===== config.mk =====
export PLATFORM = sky130hd
export DESIGN_NAME = phase_unbal_est
export DESIGN_NICKNAME = d
export VERILOG_FILES = /design/src/rtl/ue_pkg.sv /design/src/rtl/ue_coef_bank.sv /design/src/rtl/ue_phase_filter.sv /design/src/rtl/ue_control.sv /design/src/rtl/ue_datapath.sv /design/src/rtl/phase_unbal_est.sv
export SDC_FILE = /design/constraint.sdc
export NUM_CORES = 1
export LEC_CHECK = 0
export CAP_MARGIN = 20
export CORE_MARGIN = 5
export CORE_UTILIZATION = 45
export CTS_CLUSTER_DIAMETER = 150
export CTS_CLUSTER_SIZE = 24
export DETAILED_ROUTE_END_ITERATION = 6
export PLACE_DENSITY = 0.65
export SETUP_SLACK_MARGIN = 0.1
export SKIP_LAST_GASP = 1
export SLEW_MARGIN = 30
export SYNTH_ARGS = -nofsm -noshare
export SYNTH_HDL_FRONTEND = slang
export SYNTH_SLANG_ARGS = --single-unit

===== constraint.sdc =====
create_clock -name clk -period 20.3 [get_ports clk]
set_input_delay 2.03 -clock clk [delete_from_list [all_inputs] [get_ports clk]]
set_output_delay 2.03 -clock clk [all_outputs]
set_load 0.005 [all_outputs]

===== src/rtl/ue_pkg.sv =====
package ue_pkg;

  typedef enum logic [1:0] {
    ST_IDLE,
    ST_RUN,
    ST_DRAIN,
    ST_FILT
  } ueState_e;

  // index field width used by the strobe bundle (covers up to 255 rows/columns)
  localparam int IDX_W = 8;

  typedef struct packed {
    logic             clrAcc;
    logic             macEn;
    logic [IDX_W-1:0] macRow;
    logic [IDX_W-1:0] macCol;
    logic             filtEn;
  } ueStrobe_t;

  // seed used to derive the coefficient constants
  function automatic int coefSeed(input int band, input int row, input int col);
    return (band * 37 + row * 23 + col * 11 + row * col * 5) % 128;
  endfunction

endpackage


===== src/rtl/ue_coef_bank.sv =====
module ue_coef_bank
  import ue_pkg::*;
#(
  parameter int NPH   = 3,
  parameter int NBAND = 4,
  parameter int CW    = 8,
  localparam int NS   = 2 * NPH,
  localparam int BW   = (NBAND > 1) ? $clog2(NBAND) : 1,
  localparam int TOTAL = NBAND * NPH * NS
) (
  input  logic [BW-1:0]        band,
  input  logic [IDX_W-1:0]     row,
  input  logic [IDX_W-1:0]     col,
  output logic signed [CW-1:0] coef
);

  logic signed [CW-1:0] coefRom [TOTAL];

  // constant coefficient sets, one per duty band; columns sum to zero per band
  for (genvar b = 0; b < NBAND; b++) begin : gBand
    for (genvar r = 0; r < NPH; r++) begin : gRow
      for (genvar c = 0; c < NS; c++) begin : gCol
        localparam int VAL = coefSeed(b, r, c) - coefSeed(b, (r + 1) % NPH, c);
        localparam logic [31:0] VBITS = VAL;
        assign coefRom[(b * NPH + r) * NS + c] = VBITS[CW-1:0];
      end
    end
  end

  int idx;
  always_comb begin
    idx  = (int'(band) * NPH + int'(row)) * NS + int'(col);
    coef = '0;
    for (int i = 0; i < TOTAL; i++) begin
      if (i == idx) coef = coefRom[i];
    end
  end

endmodule


===== src/rtl/ue_phase_filter.sv =====
module ue_phase_filter #(
  parameter int AW  = 18,
  parameter int SHW = 3
) (
  input  logic                 clk,
  input  logic                 rstN,
  input  logic                 en,
  input  logic [SHW-1:0]       shift,
  input  logic signed [AW-1:0] raw,
  output logic signed [AW-1:0] y
);

  logic signed [AW:0] diff;
  logic signed [AW:0] step;

  always_comb begin
    diff = (AW+1)'(raw) - (AW+1)'(y);
    step = diff >>> shift;
  end

  always_ff @(posedge clk or negedge rstN) begin
    if (!rstN) begin
      y <= '0;
    end else if (en) begin
      y <= y + step[AW-1:0];
    end
  end

  AST_FILT_PASS: assert property (@(posedge clk) disable iff (!rstN)
    (en && shift == '0) |=> (y == $past(raw)));

  AST_OUT_HOLD: assert property (@(posedge clk) disable iff (!rstN)
    !en |=> $stable(y));

endmodule


===== src/rtl/ue_control.sv =====
module ue_control
  import ue_pkg::*;
#(
  parameter int NPH   = 3,
  parameter int NBAND = 4,
  parameter int SHW   = 3,
  localparam int NS   = 2 * NPH,
  localparam int BW   = (NBAND > 1) ? $clog2(NBAND) : 1,
  localparam int ADW  = $clog2(NS)
) (
  input  logic           clk,
  input  logic           rstN,
  input  logic           start,
  input  logic [BW-1:0]  bandSel,
  input  logic [SHW-1:0] shiftSel,
  output ueStrobe_t      strobe,
  output logic [BW-1:0]  cfgBand,
  output logic [SHW-1:0] cfgShift,
  output logic [ADW-1:0] sampAddr,
  output logic           busy,
  output logic           done
);

  localparam logic [IDX_W-1:0] LAST_COL = IDX_W'(NS - 1);
  localparam logic [IDX_W-1:0] LAST_ROW = IDX_W'(NPH - 1);

  ueState_e         state;
  logic [IDX_W-1:0] issueRow;
  logic [IDX_W-1:0] issueCol;
  logic             pValid;
  logic [IDX_W-1:0] pRow;
  logic [IDX_W-1:0] pCol;
  logic             accept;

  assign accept = start && (state == ST_IDLE);
  assign busy   = (state != ST_IDLE);
  assign sampAddr = (state == ST_RUN) ? ADW'(issueCol) : '0;

  always_comb begin
    strobe.clrAcc = accept;
    strobe.macEn  = pValid;
    strobe.macRow = pRow;
    strobe.macCol = pCol;
    strobe.filtEn = (state == ST_FILT);
  end

  always_ff @(posedge clk or negedge rstN) begin
    if (!rstN) begin
      state    <= ST_IDLE;
      issueRow <= '0;
      issueCol <= '0;
      pValid   <= 1'b0;
      pRow     <= '0;
      pCol     <= '0;
      cfgBand  <= '0;
      cfgShift <= '0;
      done     <= 1'b0;
    end else begin
      // sample read latency stage: data for the issued address arrives next cycle
      pValid <= (state == ST_RUN);
      pRow   <= issueRow;
      pCol   <= issueCol;
      done   <= (state == ST_FILT);
      unique case (state)
        ST_IDLE: begin
          if (start) begin
            state    <= ST_RUN;
            issueRow <= '0;
            issueCol <= '0;
            cfgBand  <= bandSel;
            cfgShift <= shiftSel;
          end
        end
        ST_RUN: begin
          if (issueCol == LAST_COL) begin
            issueCol <= '0;
            if (issueRow == LAST_ROW) state <= ST_DRAIN;
            else issueRow <= issueRow + IDX_W'(1);
          end else begin
            issueCol <= issueCol + IDX_W'(1);
          end
        end
        ST_DRAIN: state <= ST_FILT;
        ST_FILT:  state <= ST_IDLE;
        default:  state <= ST_IDLE;
      endcase
    end
  end

  AST_DONE_PULSE: assert property (@(posedge clk) disable iff (!rstN)
    done |=> !done);

  AST_START_IGNORED: assert property (@(posedge clk) disable iff (!rstN)
    (state == ST_RUN && start && issueCol != LAST_COL)
      |=> (issueCol == $past(issueCol) + IDX_W'(1)));

  AST_CFG_HELD: assert property (@(posedge clk) disable iff (!rstN)
    busy |=> ($stable(cfgBand) && $stable(cfgShift)));

  AST_ADDR_RANGE: assert property (@(posedge clk) disable iff (!rstN)
    busy |-> (int'(sampAddr) < NS));

  AST_NOT_BUSY_AT_DONE: assert property (@(posedge clk) disable iff (!rstN)
    done |-> !busy);

endmodule


===== src/rtl/ue_datapath.sv =====
module ue_datapath
  import ue_pkg::*;
#(
  parameter int NPH   = 3,
  parameter int NBAND = 4,
  parameter int SW    = 10,
  parameter int CW    = 8,
  parameter int AW    = 18,
  parameter int SHW   = 3,
  localparam int BW   = (NBAND > 1) ? $clog2(NBAND) : 1,
  localparam int PW   = SW + CW,
  localparam int SUMW = ((PW > AW) ? PW : AW) + 1
) (
  input  logic                 clk,
  input  logic                 rstN,
  input  ueStrobe_t            strobe,
  input  logic [BW-1:0]        cfgBand,
  input  logic [SHW-1:0]       cfgShift,
  input  logic signed [SW-1:0] sampData,
  output logic [NPH*AW-1:0]    estFlat
);

  localparam logic signed [AW-1:0]   ACC_MAX = {1'b0, {(AW-1){1'b1}}};
  localparam logic signed [AW-1:0]   ACC_MIN = {1'b1, {(AW-1){1'b0}}};
  localparam logic signed [SUMW-1:0] SAT_HI  = SUMW'(ACC_MAX);
  localparam logic signed [SUMW-1:0] SAT_LO  = SUMW'(ACC_MIN);

  logic signed [CW-1:0]   coef;
  logic signed [PW-1:0]   prod;
  logic signed [AW-1:0]   acc [NPH];
  logic signed [AW-1:0]   accSel;
  logic signed [SUMW-1:0] sumExt;
  logic signed [AW-1:0]   accNext;

  ue_coef_bank #(
    .NPH  (NPH),
    .NBAND(NBAND),
    .CW   (CW)
  ) uCoef (
    .band(cfgBand),
    .row (strobe.macRow),
    .col (strobe.macCol),
    .coef(coef)
  );

  // single shared multiplier and saturating adder
  always_comb begin
    prod   = PW'(sampData) * PW'(coef);
    accSel = '0;
    for (int r = 0; r < NPH; r++) begin
      if (strobe.macRow == IDX_W'(r)) accSel = acc[r];
    end
    sumExt = SUMW'(accSel) + SUMW'(prod);
    if (sumExt > SAT_HI)      accNext = ACC_MAX;
    else if (sumExt < SAT_LO) accNext = ACC_MIN;
    else                      accNext = sumExt[AW-1:0];
  end

  for (genvar r = 0; r < NPH; r++) begin : gAcc
    always_ff @(posedge clk or negedge rstN) begin
      if (!rstN) begin
        acc[r] <= '0;
      end else if (strobe.clrAcc) begin
        acc[r] <= '0;
      end else if (strobe.macEn && strobe.macRow == IDX_W'(r)) begin
        acc[r] <= accNext;
      end
    end

    ue_phase_filter #(
      .AW (AW),
      .SHW(SHW)
    ) uFilt (
      .clk  (clk),
      .rstN (rstN),
      .en   (strobe.filtEn),
      .shift(cfgShift),
      .raw  (acc[r]),
      .y    (estFlat[r*AW +: AW])
    );

    AST_SAT_HIGH: assert property (@(posedge clk) disable iff (!rstN)
      (strobe.macEn && !strobe.clrAcc && strobe.macRow == IDX_W'(r)
        && acc[r] == ACC_MAX && prod >= 0) |=> (acc[r] == ACC_MAX));

    AST_SAT_LOW: assert property (@(posedge clk) disable iff (!rstN)
      (strobe.macEn && !strobe.clrAcc && strobe.macRow == IDX_W'(r)
        && acc[r] == ACC_MIN && prod <= 0) |=> (acc[r] == ACC_MIN));

    AST_ACC_CLEARED: assert property (@(posedge clk) disable iff (!rstN)
      strobe.clrAcc |=> (acc[r] == '0));
  end

endmodule


===== src/rtl/phase_unbal_est.sv =====
module phase_unbal_est
  import ue_pkg::*;
#(
  parameter int NPH   = 3,
  parameter int NBAND = 4,
  parameter int SW    = 10,
  parameter int CW    = 8,
  parameter int AW    = 18,
  parameter int SHW   = 3,
  localparam int NS   = 2 * NPH,
  localparam int BW   = (NBAND > 1) ? $clog2(NBAND) : 1,
  localparam int ADW  = $clog2(NS)
) (
  input  logic                 clk,
  input  logic                 rstN,
  input  logic                 start,
  input  logic [BW-1:0]        bandSel,
  input  logic [SHW-1:0]       shiftSel,
  output logic [ADW-1:0]       sampAddr,
  input  logic signed [SW-1:0] sampData,
  output logic                 busy,
  output logic                 done,
  output logic [NPH*AW-1:0]    estOut
);

  ueStrobe_t      strobe;
  logic [BW-1:0]  cfgBand;
  logic [SHW-1:0] cfgShift;

  ue_control #(
    .NPH  (NPH),
    .NBAND(NBAND),
    .SHW  (SHW)
  ) uCtrl (
    .clk     (clk),
    .rstN    (rstN),
    .start   (start),
    .bandSel (bandSel),
    .shiftSel(shiftSel),
    .strobe  (strobe),
    .cfgBand (cfgBand),
    .cfgShift(cfgShift),
    .sampAddr(sampAddr),
    .busy    (busy),
    .done    (done)
  );

  ue_datapath #(
    .NPH  (NPH),
    .NBAND(NBAND),
    .SW   (SW),
    .CW   (CW),
    .AW   (AW),
    .SHW  (SHW)
  ) uData (
    .clk     (clk),
    .rstN    (rstN),
    .strobe  (strobe),
    .cfgBand (cfgBand),
    .cfgShift(cfgShift),
    .sampData(sampData),
    .estFlat (estOut)
  );

endmodule


==> results of run 1 <==
==> worst register-to-register path, delay by kind of cell, from the launching register on <==
family / cells / cell delay [ns]
simple gates: 6 / 2.49
flops: 1 / 0.65
fa+ha+maj: 13 / 4.98
buf+inv: 3 / 0.14
compound gates: 10 / 2.30
xor+xnor: 3 / 1.24
==> metal layers <==
metal | share of wire, % | GRT usage (%) | up-vias
met5 | 0.050 | 0 | -
met4 | 2.5 | 6.69 | 4
met3 | 5.4 | 3.67 | 89
met2 | 48 | 38.1 | 441
met1 | 44 | 30.9 | 7950
li1 | - | - | 7899
==> cell type report <==
class,instances,area (um2)
tap,532,666
sequential,149,3730
clock buffer,20,447
antenna,2,5.00
clock inverter,12,169
multi-input combinational,1811,13700
timing repair buffer,91,878
inverter,190,713
fill,3862,20300
==> state kept, by name, indices dropped and copies added (netlist names) <==
signal and cells:
uData.acc 54, uData.gAcc.uFilt.y 54, uCtrl.issueCol 8, uCtrl.issueRow 8
uCtrl.pCol 8, uCtrl.pRow 8, uCtrl.cfgShift 3, uCtrl.cfgBand 2
uCtrl.state 2, uCtrl.done 1, uCtrl.pValid 1
==> synth_stat cells (5+ instances only) <==
master,instances
nand2_1,265
inv_1,187
ha_1,185
nor2_1,169
o21ai_0,167
a21oi_1,161
dfrtp_1,149
fa_1,100
xnor2_1,90
mux2i_1,67
clkbuf_1,56
nand3_1,49
a21o_1,43
nor3_1,43
xor2_1,39
and2_1,35
mux2_2,35
o21a_1,35
o211ai_1,33
a31oi_1,22
a211oi_1,20
and3_1,20
nor2b_1,17
nand4_1,14
buf_1,12
nand2b_1,11
nor4_1,11
nand3b_1,10
o21bai_1,10
nor2b_2,9
o22ai_1,9
a211o_1,8
buf_2,8
o31ai_1,8
or3_1,7
or4_1,7
o32ai_1,6
nand4b_1,5
or2_2,5
==> logic make-up after synthesis <==
logic type | count (synthesis)
compound gates | 590
fa+ha+maj | 287
xor+xnor | 129
buf+inv | 269
simple gates | 699
flops | 149
mux | 106
==> per-stage QoR <==
stage | cells | setup slack [ns] | hold slack, ns | util (%) | cell area, um2
6_report | 2807 | 8.39 | 0.432 | 50.0 | 20300
4_1_cts | 2805 | 8.53 | 0.428 | 49.9 | 20300
5_1_grt | 2805 | 7.54 | 0.449 | 50.0 | 20300
3_5_place_dp | 2773 | 8.57 | 0.411 | 48.4 | 19700
3_3_place_gp | 2773 | 8.91 | 0.412 | 48.4 | 19700
2_1_floorplan | 2229 | 10.37 | 0.352 | - | 18400
==> path summary, 6_finish.rpt <==
kind	end	slack, ns	from	cells past startpoint
max reg2reg	uData.acc[16]$_DFFE_PN0P_	8.39	uCtrl.pRow[0]$_DFF_PN0_	35
min	uCtrl.pRow[7]$_DFF_PN0_	0.43	uCtrl.issueRow[7]$_DFFE_PN0P_	0
min in group asynchronous	uData.gAcc[1].uFilt.y[6]$_DFFE_PN0P_	1.59	rstN	1
min reg2reg	uCtrl.pRow[7]$_DFF_PN0_	0.43	uCtrl.issueRow[7]$_DFFE_PN0P_	0
max in group asynchronous	uData.acc[36]$_DFFE_PN0P_	17.52	rstN	2
max	uData.acc[16]$_DFFE_PN0P_	8.39	uCtrl.pRow[0]$_DFF_PN0_	35
==> run_results.csv, run 1 <==
group,metric,value,unit
cells_and_area,layout_common_cells,"nand2_1, inv_1, ha_1",
grt,grt_max_degree,78,
critical_path,cp.arrival,12.26,ns
placed_design,hpwlAfterDp,40600,um
critical_path,critPathSlowestCell,"xor2_1",
sta,fin_crit,11.91,ns
critical_path,worst_setup_path_end_kind,"flip-flop",
clocking,postCtsSetupRepairBufs,0,
die,die-area,0.0451,mm2
synth,synth_compound_area_share,20.2,%
die,initial_core_util,45.3,%
synth,synth_edf_count,0,
sta,finClkSkew,0.0101,ns
routing,drc,0,
synth,synthXorXnorAreaFrac,6.13,%
synth,syn-cell-area,0.0184,mm2
routing,wl,51900,um
grt,grt_pass1_wl,83900,um
critical_path,path_delay_family,"adder cells",
clocking,clkSinkCount,149,
synth,yosysUniqueCellTypes,97,
sta,slew_headroom,35.0,%
cells_and_area,syn_to_final_growth,10.2,%
clocking,cts_tree,"done",
placed_design,gp_congestion,0.929,
critical_path,critical-path-max-stage-delay,0.73,ns
critical_path,cp_common_cell,"ha_1",
grt,grt_overflow,0,
sta,max_freq,0.0840,GHz
clocking,clockBufferDepth,2,
clocking,path_clk_slew,0.07,ns
cells_and_area,layout-drive-gt1-share,5.90,%
sta,fin_tns_setup,0,ns
synth,syn_area_per_cell,8.27,um2
critical_path,worst-path-buf-inv,3,
routing,wl_per_cell,18.5,um
clocking,cts_resized,0,
clocking,cts_hold_buf,0,
synth,syn_nets,2532,
clocking,worstSkewPairLatency,0.45,ns
sta,worst_pin_slew,0.971,ns
routing,drt_pass1_iterations,5,
die,fp.dieW,212,um
sta,drv_slew,0,
status,outcome,"finished, final reports clean",
synth,synth_top_family_by_area,"adder cells",
synth,synthMuxAreaShare,6.27,%
routing,drt_iter0_drc,1315,
routing,viasPerCell,5.84,
grt,grt_usage,22.9,%
synth,synth-async-reset-ratio,100,%
synth,synthAdderAreaFrac,23.5,%
clocking,root_buffer,"clkbuf_16",
critical_path,required,20.65,ns
placed_design,numPortBuffers,76,
die,die_h,212,um
die,ios,77,
synth,ys.flop_type,"dfrtp_1",
run,cap_viol_max_count,0,
routing,via_count,16400,
critical_path,worstSetupPathType,"reg -> reg",
routing,ant_nets,0,
sta,hold_viol,0,
sta,finalCritPeriodShare,58.7,%
clocking,cts_buffers,17,
die,rows,74,
synth,ys_seq_area_share,20.2,%
synth,synth-seq-cells,149,
hold_path,hold_path_class,"reg -> reg",
grt,antenna_found_initial,2,
synth,yosys_warnings,0,
synth,synth-simple-area-share,18.0,%
cells_and_area,nNetsFinal,2563,
grt,grt_pass1_vias,16000,
synth,synth_area_leader_cell,"dfrtp_1",
synth,synthTopCellsByArea,"dfrtp_1, ha_1, fa_1",
critical_path,crit_fanout,23,
synth,synth_top_area_share,20.2,%
clocking,htree_levels,4,
critical_path,crit_path_start_kind,"flip-flop",
cells_and_area,final_common_cell,"nand2_1",
die,core_area,0.0406,mm2
sta,rsz0062_at_grt,"false",
sta,setup_viol,0,
synth,synthCells,2229,
Power of run 1 is not shown: default switching activity piles up to over one toggle a cycle in this logic, so the estimate is an artifact.
==> run 2: changes to the inputs <==
PLACE_DENSITY = 0.67   (was 0.65)
clock period = 9.7 ns   (was 20.3 ns; I/O delays follow)
==> run 2 against run 1 <==
Net effect: register-to-register slack worse by 8.4 ns; flip-flop and latch count stayed put; die area stayed put.
==> run_results.csv, run 2 (same netlist as run 1, synthesis figures left out) <==
group,metric,value,unit
die,ios,77,
routing,drt_pass1_iterations,6,
sta,finClkSkew,0.0118,ns
hold_path,hold_depth,0,
routing,wl,54300,um
critical_path,worstSetupPathType,"reg -> reg",
die,initial_core_util,45.3,%
cells_and_area,antennaDiodeCount,0,
clocking,path_clk_slew,0.06,ns
die,core_area,0.0406,mm2
sta,setup_ws,0.0409,ns
critical_path,critPathSlowestCell,"fa_1",
cells_and_area,layout-drive-gt1-share,17.6,%
placed_design,dp_cells,2921,
cells_and_area,syn_to_final_growth,21.7,%
die,rows,74,
clocking,cts_buffers,17,
placed_design,numPortBuffers,76,
critical_path,cp.arrival,10.01,ns
sta,worst_pin_slew,0.949,ns
grt,grt_usage,23.9,%
sta,finalCritPeriodShare,99.6,%
clocking,htree_levels,4,
cells_and_area,nNetsFinal,2742,
routing,drt_iter0_drc,1428,
sta,whs,0.461,ns
critical_path,worst_setup_path_end_kind,"flip-flop",
routing,ant_nets,0,
cells_and_area,largest_registers,"uData.acc x54, uData.gAcc.uFilt.y x54",
die,die_h,212,um
critical_path,crit_fanout,6,
routing,wl_per_cell,18.2,um
sta,slew_headroom,36.7,%
cells_and_area,stdcell_count,2982,
critical_path,crit_path_start_kind,"flip-flop",
sta,fin_crit,9.66,ns
clocking,cts_tree,"done",
grt,grt_pass1_vias,17100,
clocking,root_buffer,"clkbuf_16",
grt,grt_pass1_wl,88000,um
cells_and_area,layout_common_cells,"nand2_1, inv_1, buf_4",
run,cap_viol_max_count,0,
placed_design,hpwlAfterDp,42400,um
critical_path,path_delay_family,"adder cells",
die,fp.dieW,212,um
critical_path,reg2reg_depth,41,
critical_path,worst-path-buf-inv,9,
sta,setup_viol,0,
cells_and_area,post-route-util,55.2,%
routing,drc,0,
cells_and_area,final_common_cell,"nand2_1",
grt,grt_max_degree,95,
grt,antenna_found_initial,0,
placed_design,place_ws,-0.610,ns
status,outcome,"finished, final reports clean",
die,die-area,0.0451,mm2
critical_path,critical-path-max-stage-delay,0.54,ns
critical_path,cp_num_cells,41,
sta,hold_viol,0,
sta,rsz0062_at_grt,"true",
sta,max_freq,0.104,GHz
critical_path,required,10.06,ns
clocking,cts_hold_buf,0,
routing,viasPerCell,5.79,
critical_path,cp_common_cell,"fa_1",
hold_path,hold_path_class,"reg -> reg",
grt,grt_overflow,0,
clocking,clkSinkCount,149,
sta,drv_slew,0,
clocking,worstSkewPairLatency,0.45,ns
placed_design,gp_congestion,0.918,
routing,via_count,17300,
clocking,clockBufferDepth,2,
run 2: changes by cell type in the layout (fill, tap and decap cells not counted), moves of 9 or more:
cell	change
a21oi_2	+18
o21ai_2	+9
o21ai_0	-23
buf_4	+156
ha_1	-17
buf_6	+19
a21oi_1	-22
o21ai_1	+13
ha_4	+13
run 2: what timing repair did:
item                       in CTS  in global routing
setup endpoints to repair      54                 54
buffers inserted               14                 15
pin swaps                      59                 57
gates cloned                    2                  1
gates resized for setup       106                 72
run 2: final timing paths:
check / start / endpoint / slack, ns
max: uCtrl.cfgBand[1]$_DFFE_PN0P_ / uData.acc[25]$_DFFE_PN0P_ / 0.04
min: uCtrl.issueRow[5]$_DFFE_PN0P_ / uCtrl.pRow[5]$_DFF_PN0_ / 0.46
max reg2reg: uCtrl.cfgBand[1]$_DFFE_PN0P_ / uData.acc[25]$_DFFE_PN0P_ / 0.04
min reg2reg: uCtrl.issueRow[5]$_DFFE_PN0P_ / uCtrl.pRow[5]$_DFF_PN0_ / 0.46
max in group asynchronous: rstN / uData.acc[24]$_DFFE_PN0P_ / 7.84
min in group asynchronous: rstN / uData.gAcc[1].uFilt.y[5]$_DFFE_PN0P_ / 0.61
run 2: layout make-up:
cell class              count  area, um2
multi-input cells        1813      14500
inverters                 190        716
flip-flops and latches    149       3730
clock buffers              20        467
fillers                  3703      18200
repair buffers            268       2300
well taps                 532        666
clock inverters            10       98.8
run 2: metrics by stage:
stage                     area (um2)  setup TNS [ns]
final                          22400               0
after global routing           22400          -14.84
after CTS                      21900               0
after detailed placement       20800          -27.18
after global placement         20800          -20.80
after floorplan                18500               0
run 2: metal layers:
| layer | vias to the layer above | track usage [%] | share of wire, % |
|---|---|---|---|
| met2 | 507 | 40.9 | 49 |
| met1 | 8394 | 32.5 | 44 |
| met3 | 89 | 3.10 | 5.3 |
| met5 | - | 0 | 0 |
| met4 | 0 | 5.27 | 2.1 |
| li1 | 8263 | - | - |
Power of run 2 is left out for the same reason.
